`config.mk`:
```
export PLATFORM = sky130hd
export DESIGN_NAME = tmr_pair_top
export DESIGN_NICKNAME = d
export VERILOG_FILES = /design/src/rtl/tmr_pkg.sv /design/src/rtl/tmr_cmp.sv /design/src/rtl/tmr_regs.sv /design/src/rtl/tmr_pin.sv /design/src/rtl/tmr_pair_top.sv
export SDC_FILE = /design/constraint.sdc
export NUM_CORES = 1
export LEC_CHECK = 0
export ABC_CLOCK_PERIOD_IN_PS = 2700
export BUFFER_PORTS_ARGS = -buffer_cell sky130_fd_sc_hd__buf_2
export CAP_MARGIN = 10
export CORE_UTILIZATION = 55
export CTS_CLUSTER_DIAMETER = 30
export DETAILED_ROUTE_END_ITERATION = 6
export PLACE_DENSITY = 0.73
export SYNTH_ARGS = -nofsm -noshare
export SYNTH_HDL_FRONTEND = slang
export SYNTH_SLANG_ARGS = --single-unit
```
`constraint.sdc`:
```
create_clock -name clk_i -period 2.7 [get_ports clk_i]
set_input_delay 0.135 -clock clk_i [delete_from_list [all_inputs] [get_ports clk_i]]
set_output_delay 0.135 -clock clk_i [all_outputs]
set_load 0.03 [all_outputs]
```
`src/rtl/tmr_pkg.sv`:
```
package tmr_pkg;
  localparam int unsigned N_CH  = 2;
  localparam int unsigned SEL_W = 3;

  localparam logic [2:0] CS_STOP  = 3'b000;
  localparam logic [2:0] CS_TICK0 = 3'b001;
  localparam logic [2:0] CS_TICK1 = 3'b010;
  localparam logic [2:0] CS_EVERY = 3'b011;
  localparam logic [2:0] CS_LINK  = 3'b100;

  localparam logic [SEL_W-1:0] RG_CTRL = 3'd0;
  localparam logic [SEL_W-1:0] RG_STAT = 3'd1;
  localparam logic [SEL_W-1:0] RG_CNT  = 3'd2;
  localparam logic [SEL_W-1:0] RG_CMPA = 3'd3;
  localparam logic [SEL_W-1:0] RG_CMPB = 3'd4;

  localparam int unsigned FLAG_LSB = 6;

  typedef struct packed {
    logic       ext_en;
    logic [1:0] clr_sel;
    logic [2:0] clk_sel;
  } ctrl_t;

  typedef struct packed {
    logic [1:0] act_b;
    logic [1:0] act_a;
  } act_t;

  function automatic logic sel_tick(input logic [2:0] cs, input logic [1:0] tk);
    logic r;
    unique case (cs)
      CS_TICK0: r = tk[0];
      CS_TICK1: r = tk[1];
      CS_EVERY: r = 1'b1;
      default:  r = 1'b0;
    endcase
    return r;
  endfunction

  function automatic logic clr_hit(input ctrl_t cr, input logic ha, input logic hb,
                                   input logic ext);
    logic r;
    unique case (cr.clr_sel)
      2'b01:   r = ha;
      2'b10:   r = hb;
      2'b11:   r = ha | hb;
      default: r = 1'b0;
    endcase
    return r | (cr.ext_en & ext);
  endfunction

  function automatic logic pin_next(input logic cur, input logic [1:0] act);
    logic r;
    unique case (act)
      2'b01:   r = 1'b0;
      2'b10:   r = 1'b1;
      2'b11:   r = ~cur;
      default: r = cur;
    endcase
    return r;
  endfunction
endpackage

```
`src/rtl/tmr_cmp.sv`:
```
module tmr_cmp #(
  parameter int unsigned W = 8
) (
  input  logic         clk_i,
  input  logic         rst_ni,
  input  logic [W-1:0] val_i,
  input  logic [W-1:0] ref_i,
  output logic         hit_o
);
  logic eq, eq_q;

  assign eq = (val_i == ref_i);

  // eq_q resets high so a reset counter does not fire on equal reset values
  always_ff @(posedge clk_i or negedge rst_ni) begin
    if (!rst_ni) eq_q <= 1'b1;
    else         eq_q <= eq;
  end

  assign hit_o = eq & ~eq_q;
endmodule

```
`src/rtl/tmr_regs.sv`:
```
module tmr_regs
  import tmr_pkg::*;
#(
  parameter int unsigned CNT_W = 8
) (
  input  logic             clk_i,
  input  logic             rst_ni,
  input  logic             wr_en_i,
  input  logic [SEL_W-1:0] wr_sel_i,
  input  logic [CNT_W-1:0] wr_data_i,
  input  logic             rd_en_i,
  input  logic [SEL_W-1:0] rd_sel_i,
  input  logic [CNT_W-1:0] cnt_i,
  input  logic             set_a_i,
  input  logic             set_b_i,
  output ctrl_t            ctrl_o,
  output act_t             act_o,
  output logic [CNT_W-1:0] cmp_a_o,
  output logic [CNT_W-1:0] cmp_b_o,
  output logic             flag_a_o,
  output logic             flag_b_o,
  output logic [CNT_W-1:0] rd_data_o
);
  localparam int unsigned NF = 2;

  logic [NF-1:0] flag_q, arm_q, set_v, wbit;
  logic          wr_stat, rd_stat;

  assign wr_stat = wr_en_i && (wr_sel_i == RG_STAT);
  assign rd_stat = rd_en_i && (rd_sel_i == RG_STAT);
  assign set_v   = {set_b_i, set_a_i};
  assign wbit    = wr_data_i[FLAG_LSB +: NF];

  always_ff @(posedge clk_i or negedge rst_ni) begin
    if (!rst_ni) begin
      ctrl_o  <= '0;
      act_o   <= '0;
      cmp_a_o <= '0;
      cmp_b_o <= '0;
    end else if (wr_en_i) begin
      unique case (wr_sel_i)
        RG_CTRL: ctrl_o  <= ctrl_t'(wr_data_i[5:0]);
        RG_STAT: act_o   <= act_t'(wr_data_i[3:0]);
        RG_CMPA: cmp_a_o <= wr_data_i;
        RG_CMPB: cmp_b_o <= wr_data_i;
        default: ;
      endcase
    end
  end

  // sticky flags: set wins; clear needs a prior read of 1
  always_ff @(posedge clk_i or negedge rst_ni) begin
    if (!rst_ni) begin
      flag_q <= '0;
      arm_q  <= '0;
    end else begin
      for (int i = 0; i < NF; i++) begin
        if (set_v[i])                           flag_q[i] <= 1'b1;
        else if (wr_stat && !wbit[i] && arm_q[i]) flag_q[i] <= 1'b0;
        if (wr_stat)                            arm_q[i] <= 1'b0;
        else if (rd_stat && flag_q[i])          arm_q[i] <= 1'b1;
      end
    end
  end

  assign flag_a_o = flag_q[0];
  assign flag_b_o = flag_q[1];

  always_comb begin
    rd_data_o = '0;
    unique case (rd_sel_i)
      RG_CTRL: rd_data_o[5:0] = ctrl_o;
      RG_STAT: begin
        rd_data_o[3:0]              = act_o;
        rd_data_o[FLAG_LSB +: NF]   = flag_q;
      end
      RG_CNT:  rd_data_o = cnt_i;
      RG_CMPA: rd_data_o = cmp_a_o;
      RG_CMPB: rd_data_o = cmp_b_o;
      default: ;
    endcase
  end
endmodule

```
`src/rtl/tmr_pin.sv`:
```
module tmr_pin
  import tmr_pkg::*;
(
  input  logic clk_i,
  input  logic rst_ni,
  input  logic hit_a_i,
  input  logic hit_b_i,
  input  act_t act_i,
  output logic pin_o
);
  always_ff @(posedge clk_i or negedge rst_ni) begin
    if (!rst_ni)      pin_o <= 1'b0;
    else if (hit_a_i) pin_o <= pin_next(pin_o, act_i.act_a);
    else if (hit_b_i) pin_o <= pin_next(pin_o, act_i.act_b);
  end
endmodule

```
`src/rtl/tmr_pair_top.sv`:
```
module tmr_pair_top
  import tmr_pkg::*;
#(
  parameter int unsigned CNT_W = 8
) (
  input  logic             clk_i,
  input  logic             rst_ni,
  input  logic [1:0]       tick_i,
  input  logic             ext_clr_i,
  input  logic             wr_en_i,
  input  logic [SEL_W:0]   wr_addr_i,
  input  logic [CNT_W-1:0] wr_data_i,
  input  logic             rd_en_i,
  input  logic [SEL_W:0]   rd_addr_i,
  output logic [CNT_W-1:0] rd_data_o,
  output logic [1:0]       pin_o
);
  localparam int unsigned W2 = 2 * CNT_W;

  ctrl_t            ctrl   [N_CH];
  act_t             act    [N_CH];
  logic [CNT_W-1:0] cmp_a  [N_CH];
  logic [CNT_W-1:0] cmp_b  [N_CH];
  logic [CNT_W-1:0] cnt_q  [N_CH];
  logic [CNT_W-1:0] cnt_d  [N_CH];
  logic [CNT_W-1:0] rd_ch  [N_CH];
  logic [N_CH-1:0]  flag_a, flag_b, hit8_a, hit8_b, hit_a, hit_b;
  logic [N_CH-1:0]  cnt_wr, clr_ch, step;
  logic             hit16_a, hit16_b, mode16, mcnt;
  logic [W2-1:0]    cat_inc;

  assign mode16 = (ctrl[0].clk_sel == CS_LINK);
  assign mcnt   = !mode16 && (ctrl[1].clk_sel == CS_LINK);

  for (genvar c = 0; c < N_CH; c++) begin : g_ch
    logic wr_c, rd_c;
    assign wr_c      = wr_en_i && (wr_addr_i[SEL_W] == 1'(c));
    assign rd_c      = rd_en_i && (rd_addr_i[SEL_W] == 1'(c));
    assign cnt_wr[c] = wr_c && (wr_addr_i[SEL_W-1:0] == RG_CNT);

    tmr_regs #(.CNT_W(CNT_W)) i_regs (
      .clk_i    (clk_i),
      .rst_ni   (rst_ni),
      .wr_en_i  (wr_c),
      .wr_sel_i (wr_addr_i[SEL_W-1:0]),
      .wr_data_i(wr_data_i),
      .rd_en_i  (rd_c),
      .rd_sel_i (rd_addr_i[SEL_W-1:0]),
      .cnt_i    (cnt_q[c]),
      .set_a_i  (hit_a[c]),
      .set_b_i  (hit_b[c]),
      .ctrl_o   (ctrl[c]),
      .act_o    (act[c]),
      .cmp_a_o  (cmp_a[c]),
      .cmp_b_o  (cmp_b[c]),
      .flag_a_o (flag_a[c]),
      .flag_b_o (flag_b[c]),
      .rd_data_o(rd_ch[c])
    );

    tmr_cmp #(.W(CNT_W)) i_cmp_a (
      .clk_i(clk_i), .rst_ni(rst_ni), .val_i(cnt_q[c]), .ref_i(cmp_a[c]), .hit_o(hit8_a[c])
    );
    tmr_cmp #(.W(CNT_W)) i_cmp_b (
      .clk_i(clk_i), .rst_ni(rst_ni), .val_i(cnt_q[c]), .ref_i(cmp_b[c]), .hit_o(hit8_b[c])
    );

    tmr_pin i_pin (
      .clk_i  (clk_i),
      .rst_ni (rst_ni),
      .hit_a_i(hit_a[c]),
      .hit_b_i(hit_b[c]),
      .act_i  (act[c]),
      .pin_o  (pin_o[c])
    );

    assign clr_ch[c] = clr_hit(ctrl[c], hit_a[c], hit_b[c], ext_clr_i);

    always_ff @(posedge clk_i or negedge rst_ni) begin
      if (!rst_ni) cnt_q[c] <= '0;
      else         cnt_q[c] <= cnt_d[c];
    end
  end

  tmr_cmp #(.W(W2)) i_cmp16_a (
    .clk_i(clk_i), .rst_ni(rst_ni), .val_i({cnt_q[0], cnt_q[1]}),
    .ref_i({cmp_a[0], cmp_a[1]}), .hit_o(hit16_a)
  );
  tmr_cmp #(.W(W2)) i_cmp16_b (
    .clk_i(clk_i), .rst_ni(rst_ni), .val_i({cnt_q[0], cnt_q[1]}),
    .ref_i({cmp_b[0], cmp_b[1]}), .hit_o(hit16_b)
  );

  // channel 0 sees 16-bit events when linked; channel 1 always sees its own byte
  assign hit_a[0] = mode16 ? hit16_a : hit8_a[0];
  assign hit_b[0] = mode16 ? hit16_b : hit8_b[0];
  assign hit_a[1] = hit8_a[1];
  assign hit_b[1] = hit8_b[1];

  assign step[0] = sel_tick(ctrl[0].clk_sel, tick_i);
  assign step[1] = mcnt ? hit_a[0] : sel_tick(ctrl[1].clk_sel, tick_i);
  assign cat_inc = {cnt_q[0], cnt_q[1]} + W2'(1);

  always_comb begin
    for (int c = 0; c < N_CH; c++) cnt_d[c] = cnt_q[c];
    if (mode16) begin
      if (clr_ch[0])      {cnt_d[0], cnt_d[1]} = '0;
      else if (tick_i[0]) {cnt_d[0], cnt_d[1]} = cat_inc;
    end else begin
      for (int c = 0; c < N_CH; c++) begin
        if (clr_ch[c])    cnt_d[c] = '0;
        else if (step[c]) cnt_d[c] = cnt_q[c] + CNT_W'(1);
      end
    end
    for (int c = 0; c < N_CH; c++) begin
      if (cnt_wr[c]) cnt_d[c] = wr_data_i;
    end
  end

  assign rd_data_o = rd_ch[rd_addr_i[SEL_W]];
endmodule

```
==> results of run 1 <==
## flip-flops by register name (all words and copies together), names as in the netlist
| signal | count |
|---|---|
| i_cmp16_b.eq_q | 1 |
| g_ch.i_regs.arm_q | 4 |
| g_ch.i_regs.cmp_a_o | 16 |
| g_ch.i_regs.flag_q | 4 |
| g_ch.i_regs.ctrl_o | 12 |
| g_ch.i_regs.cmp_b_o | 16 |
| i_cmp16_a.eq_q | 1 |
| g_ch.i_cmp_a.eq_q | 2 |
| cnt_q | 16 |
| g_ch.i_cmp_b.eq_q | 2 |
| g_ch.i_regs.act_o | 8 |
| g_ch.i_pin.pin_o | 2 |
## area by class of cell
type | instances | area [um^2]
tap | 111 | 139
inverter | 11 | 41.3
clock buffer | 10 | 138
fill | 787 | 3550
multi-input combinational | 386 | 2820
timing repair buffer | 48 | 285
sequential | 84 | 2110
clock inverter | 6 | 70.1
## critical path, cell delays in order (launching register included)
cell and delay (ps):
dfrtp_1 540, xnor2_2 160, nand4_2 190, o31ai_2 540, and2_1 300, mux2i_1 210, o21ai_0 120, mux2_1 290
## worst max path at each step
stage | from | to | cells past startpoint
4_1_cts | cnt_q[6]$_DFFE_PN0P_ | g_ch[0].i_pin.pin_o$_DFFE_PN0P_ | 7
2_1_floorplan | cnt_q[4]$_DFFE_PN0P_ | g_ch[0].i_pin.pin_o$_DFFE_PN0P_ | 9
3_3_place_gp | cnt_q[3]$_DFFE_PN0P_ | g_ch[0].i_pin.pin_o$_DFFE_PN0P_ | 7
6_report | cnt_q[6]$_DFFE_PN0P_ | g_ch[0].i_pin.pin_o$_DFFE_PN0P_ | 7
3_5_place_dp | cnt_q[6]$_DFFE_PN0P_ | g_ch[0].i_pin.pin_o$_DFFE_PN0P_ | 7
5_1_grt | cnt_q[1]$_DFFE_PN0P_ | g_ch[0].i_pin.pin_o$_DFFE_PN0P_ | 7
## metrics by stage
step | hold slack, ps | total power [mW]
2_1_floorplan | -161 | 3.21
3_5_place_dp | 393 | 3.58
5_1_grt | 111 | 4.78
6_report | 115 | 4.55
3_3_place_gp | 394 | 3.54
4_1_cts | 94.3 | 4.54
## power by group
group / internal [mW] / leakage [nW] / switching [mW]
Sequential: 1.59 / 1.02 / 0.457
Combinational: 0.740 / 1.19 / 0.811
Clock: 0.461 / 0.107 / 0.495
Total: 2.79 / 2.32 / 1.76
## logic make-up after synthesis
group | count (synthesis) | synth area share, %
xor+xnor | 38 | 6.73
simple gates | 165 | 16.8
flops | 84 | 40.8
mux | 66 | 14.9
buf+inv | 44 | 4.69
compound gates | 111 | 14.7
fa+ha+maj | 6 | 1.45
## cells in the mapped netlist, types with 5 or more instances
master / instances / area share [%]
nor2_1: 30 / 2.2
nand3b_1: 6 / 0.87
a21oi_1: 34 / 3.3
xnor2_1: 31 / 5.3
nor3_1: 11 / 1.1
dfstp_2: 6 / 3.0
o22ai_1: 5 / 0.60
ha_1: 6 / 1.5
nand2_1: 58 / 4.2
inv_1: 10 / 0.73
buf_2: 8 / 0.77
mux2i_1: 14 / 2.7
nand4_1: 5 / 0.60
buf_6: 7 / 1.5
clkbuf_1: 9 / 0.65
dfrtp_1: 78 / 38
buf_1: 5 / 0.36
xor2_1: 5 / 0.85
mux2_2: 47 / 10
nand3_1: 14 / 1.4
nor2b_1: 6 / 0.73
o21ai_1: 8 / 0.77
a32oi_1: 5 / 0.85
a31oi_1: 5 / 0.60
o21ai_0: 18 / 1.7
## repair_timing
| item | in CTS | in global routing |
|---|---|---|
| hold endpoints to repair | 3 | 0 |
| endpoints found under the setup margin | 0 | 0 |
| hold buffers | 1 | 0 |
## layer usage
layer / part of all wire [%] / routed length (um) / GRT usage [%]
met1: 41 / 5960 / 41.4
met2: 46 / 6650 / 48.9
met3: 7.3 / 1050 / 5.96
met4: 5.9 / 856 / 16.5
met5: 0 / 0 / 0
==> results.json, run 1 <==
{
  "grt_max_degree": 85,
  "synth_edf_count": 0,
  "fp.dieArea_um2": 9790,
  "fin_util_pct": 61.2,
  "grt_pass1_vias": 4118,
  "synth_seq_area_share_pct": 40.8,
  "min_period_ps": 2450,
  "drv_slew": 0,
  "worstPathArrival_ps": 2710,
  "final_cell_mix": "dfrtp_1 (78), nand2_1 (58), mux2_2 (47)",
  "port_buffers": 32,
  "initial_core_util_pct": 56.5,
  "critPathRequiredTime_ps": 2960,
  "slew_headroom_pct": 27.3,
  "fin_nets": 569,
  "cp-start-kind": "flop",
  "rrSetupSlack_ps": 250,
  "place_area_um2": 5380,
  "critPathMaxFanout": 7,
  "tns_ps": 0,
  "period_share_pct": 90.7,
  "cts-root-buf": "clkbuf_8",
  "syn_to_final_growth_pct": 8.32,
  "drive_gt1_share_pct": 26.6,
  "rows": 35,
  "drt-vias-per-instance": 6.50,
  "cts_buffers": 9,
  "post-cts-setup-buffers": 0,
  "endpoint_kind": "flop",
  "setup_violations": 0,
  "p_leak_nw": 2.32,
  "grt_pass1_wl_um": 22600,
  "top_level_ports": 33,
  "powerDensity_nw_per_um2": 813,
  "diodes": 0,
  "place_congestion": 0.983,
  "final_cells": 656,
  "wl_per_cell_um": 22.1,
  "r2r-end": "g_ch[0].i_pin.pin_o$_DFFE_PN0P_",
  "reg2reg_from": "cnt_q[6]$_DFFE_PN0P_",
  "syn_area_um2": 5170,
  "synth_cell_types": 71,
  "synth_nets": 543,
  "numClockSinks": 84,
  "core_um2": 9150,
  "drt_wl_total_um": 14500,
  "die_w_um": 99.0,
  "maxCapViolCount": 0,
  "gr-usage-all-layers_pct": 31.3,
  "rsz0062_at_grt": "false",
  "clk_pin_slew_ps": 90,
  "die-height_um": 99.0,
  "hp-class": "in2reg",
  "synthCells": 514,
  "drtAntennaViolNets": 0,
  "layout_commonest_cell": "dfrtp_1",
  "hold_viol_final": 0,
  "dp_hpwl_um": 10500,
  "clk_latency_ps": 370,
  "design_area_um2": 5600,
  "hold_path_end": "cnt_q[14]$_DFFE_PN0P_",
  "ys.flop_type": "dfrtp_1",
  "r2r_cells": 7,
  "post_cts_resized": 0,
  "hp-start": "wr_data_i[6]",
  "antenna_found_initial": 0,
  "drt-pass1-iter-count": 6,
  "drtIter0Drc": 411,
  "synth.ff_latch_count": 84,
  "vdd_drop_max_mv": 0.460,
  "crit_type": "reg2reg",
  "cts_buffer_depth": 2,
  "yosysWarningCount": 0,
  "worstMarginPinSlew_ps": 1090,
  "outcome": "completed",
  "clock_skew_ps": 15.1,
  "dpl.cell_count": 639,
  "synthArstFlopShare_pct": 100,
  "gr-total-overflow": 0,
  "vias": 4266,
  "cts_tree": "yes",
  "fmax_mhz": 408,
  "fin_ws_ps": 250,
  "drc": 0,
  "place_ws_ps": 321,
  "synth.avg_cell_area_um2": 10.1,
  "cts_max_level": 3,
  "whs_path_depth": 3
}
(Power assumes the default switching activity.)
==> run 2, diff against run 1 <==
--- a/config.mk
+++ b/config.mk
@@ -6,7 +6,7 @@
 export NUM_CORES = 1
 export LEC_CHECK = 0
 export ABC_CLOCK_PERIOD_IN_PS = 2700
-export BUFFER_PORTS_ARGS = -buffer_cell sky130_fd_sc_hd__buf_2
+export BUFFER_PORTS_ARGS = -buffer_cell sky130_fd_sc_hd__clkbuf_2
 export CAP_MARGIN = 10
 export CORE_UTILIZATION = 55
 export CTS_CLUSTER_DIAMETER = 30
==> run 2 against run 1 <==
Clock power fell by 4.2%. Sequential power is essentially flat. Die area unchanged. Worst hold slack improved by 37 ps. First-iteration DRC count down 35%. Fmax up 0.95%. Register-to-register slack improved by 20 ps. Clock skew decreased by 1.7 ps. Wire length fell by 1.0%. Non-clock buffer count rose by 2. Utilization rose by 0.068 points. Flip-flop and latch count stayed put. Critical path type unchanged. Critical endpoint is now cnt_q[10]$_DFFE_PN0P_. Largest cell class unchanged.
==> results.json, run 2 (synthesis gave the netlist of run 1 again) <==
{
  "outcome": "completed",
  "syn_to_final_growth_pct": 8.44,
  "critPathMaxFanout": 7,
  "hp-class": "in2reg",
  "crit_type": "reg2reg",
  "cp_num_cells": 8,
  "grt_pass1_vias": 4045,
  "place_congestion": 0.932,
  "slew_headroom_pct": 28.5,
  "clock_skew_ps": 13.4,
  "drv_slew": 0,
  "critPathTopFamily": "simple AND/OR/NAND/NOR gates",
  "cts_tree": "yes",
  "vias": 4219,
  "grt_pass1_wl_um": 22800,
  "dp_hpwl_um": 10500,
  "numClockSinks": 84,
  "top_level_ports": 33,
  "drtAntennaViolNets": 0,
  "fmax_mhz": 412,
  "drc": 0,
  "die-height_um": 99.0,
  "tns_ps": 0,
  "crit_path_cell_trace": "ha_1, nand3_1, or2_1, o21ai_0, nor2b_1, nand2_1, xor2_1, o31ai_1",
  "fp.dieArea_um2": 9790,
  "period_share_pct": 89.9,
  "slowest_stage": "dfrtp_1",
  "rows": 35,
  "worstPathArrival_ps": 2700,
  "maxCapViolCount": 0,
  "post_cts_resized": 0,
  "drtIter0Drc": 268,
  "antenna_found_initial": 0,
  "gr-total-overflow": 0,
  "p_leak_nw": 2.33,
  "initial_core_util_pct": 56.5,
  "cts-root-buf": "clkbuf_8",
  "vdd_drop_max_mv": 0.415,
  "cts_buffer_depth": 2,
  "cp-start-kind": "flop",
  "die_w_um": 99.0,
  "critPathRequiredTime_ps": 2970,
  "diodes": 0,
  "clk_latency_ps": 370,
  "place_area_um2": 5400,
  "port_buffers": 32,
  "worstMarginPinSlew_ps": 1070,
  "cpPeakStageDelay_ps": 470,
  "drt_wl_total_um": 14400,
  "whs_path_depth": 3,
  "r2r_cells": 8,
  "setup_violations": 0,
  "cts_buffers": 9,
  "clk_pin_slew_ps": 90,
  "hold_viol_final": 0,
  "layout_commonest_cell": "dfrtp_1",
  "grt_max_degree": 85,
  "crit_buf_inv": 0,
  "endpoint_kind": "flop",
  "powerDensity_nw_per_um2": 803,
  "design_area_um2": 5610,
  "cts_max_level": 3,
  "top_regs": "cnt_q (16), g_ch.i_regs.cmp_a_o (16), g_ch.i_regs.cmp_b_o (16)",
  "wl_per_cell_um": 21.8,
  "drt-pass1-iter-count": 5,
  "fin_nets": 571,
  "power_mw": 4.50,
  "rsz0062_at_grt": "false",
  "core_um2": 9150,
  "fillers": 797,
  "gr-usage-all-layers_pct": 31.5,
  "final_cell_mix": "dfrtp_1 (78), nand2_1 (58), mux2_2 (47)",
  "min_period_ps": 2430,
  "drive_gt1_share_pct": 26.9,
  "drt-vias-per-instance": 6.41
}
==> run 2: cell count changes in the layout (fill, tap and decap cells not counted) <==
cell	before	now
clkinv_2	1	3
inv_6	2	1
buf_4	16	18
clkbuf_2	0	31
clkinvlp_4	0	1
buf_2	31	0
clkinv_4	2	0
==> run 2: layout make-up <==
| type | count | area, um^2 | area share, % |
|---|---|---|---|
| Clock inverter | 6 | 61.3 | 1.09 |
| Multi-Input combinational cell | 386 | 2820 | 50.3 |
| Timing Repair Buffer | 50 | 300 | 5.35 |
| Clock buffer | 10 | 138 | 2.45 |
| Tap cell | 111 | 139 | 2.48 |
| Sequential cell | 84 | 2110 | 37.6 |
| Inverter | 11 | 41.3 | 0.736 |
==> run 2: path summary, 6_finish.rpt <==
| kind | startpoint | endpoint | slack, ps |
|---|---|---|---|
| max | cnt_q[0]$_DFFE_PN0P_ | cnt_q[10]$_DFFE_PN0P_ | 270 |
| min | wr_data_i[4] | cnt_q[12]$_DFFE_PN0P_ | 150 |
| max reg2reg | cnt_q[0]$_DFFE_PN0P_ | cnt_q[10]$_DFFE_PN0P_ | 270 |
| min reg2reg | g_ch[1].i_pin.pin_o$_DFFE_PN0P_ | g_ch[1].i_pin.pin_o$_DFFE_PN0P_ | 490 |
| max in group asynchronous | rst_ni | g_ch[1].i_regs.arm_q[0]$_DFFE_PN0P_ | 1520 |
| min in group asynchronous | rst_ni | cnt_q[5]$_DFFE_PN0P_ | 500 |
==> run 2: worst min-delay path, stage by stage <==
cell and delay, ps:
clkbuf_2 190, nand2_1 90, o21ai_0 60
==> run 2: where the power goes <==
part	total [mW]	switching (mW)	internal, mW	leakage [nW]
registers	2.04	0.451	1.59	1.02
clock network	0.916	0.465	0.451	0.102
logic	1.55	0.798	0.748	1.20
total	4.50	1.71	2.79	2.33
==> run 2: layer usage <==
| metal | vias up | routed length (um) | track usage [%] |
|---|---|---|---|
| li1 | 1903 | - | - |
| met4 | 0 | 562 | 15.8 |
| met3 | 35 | 960 | 6.03 |
| met5 | - | 0 | 0 |
| met1 | 2093 | 5990 | 41.3 |
| met2 | 188 | 6850 | 50.1 |
==> run 2: per-stage QoR <==
stage / utilization (%) / std cells / setup WS [ps] / hold slack (ps)
detailed placement: 59.0 / 641 / 355 / 398
CTS: 61.3 / 658 / 326 / 135
floorplan: - / 514 / 682 / -161
global route: 61.3 / 658 / 80.1 / 170
global placement: 59.0 / 641 / 429 / 400
finish: 61.3 / 658 / 273 / 152
==> run 2: what timing repair did <==
item / 4_1_cts / 5_1_grt
hold endpoints to repair: 6 / 0
buffers inserted: 0 / 0
endpoints found under the setup margin: 0 / 0
hold buffers: 1 / 0
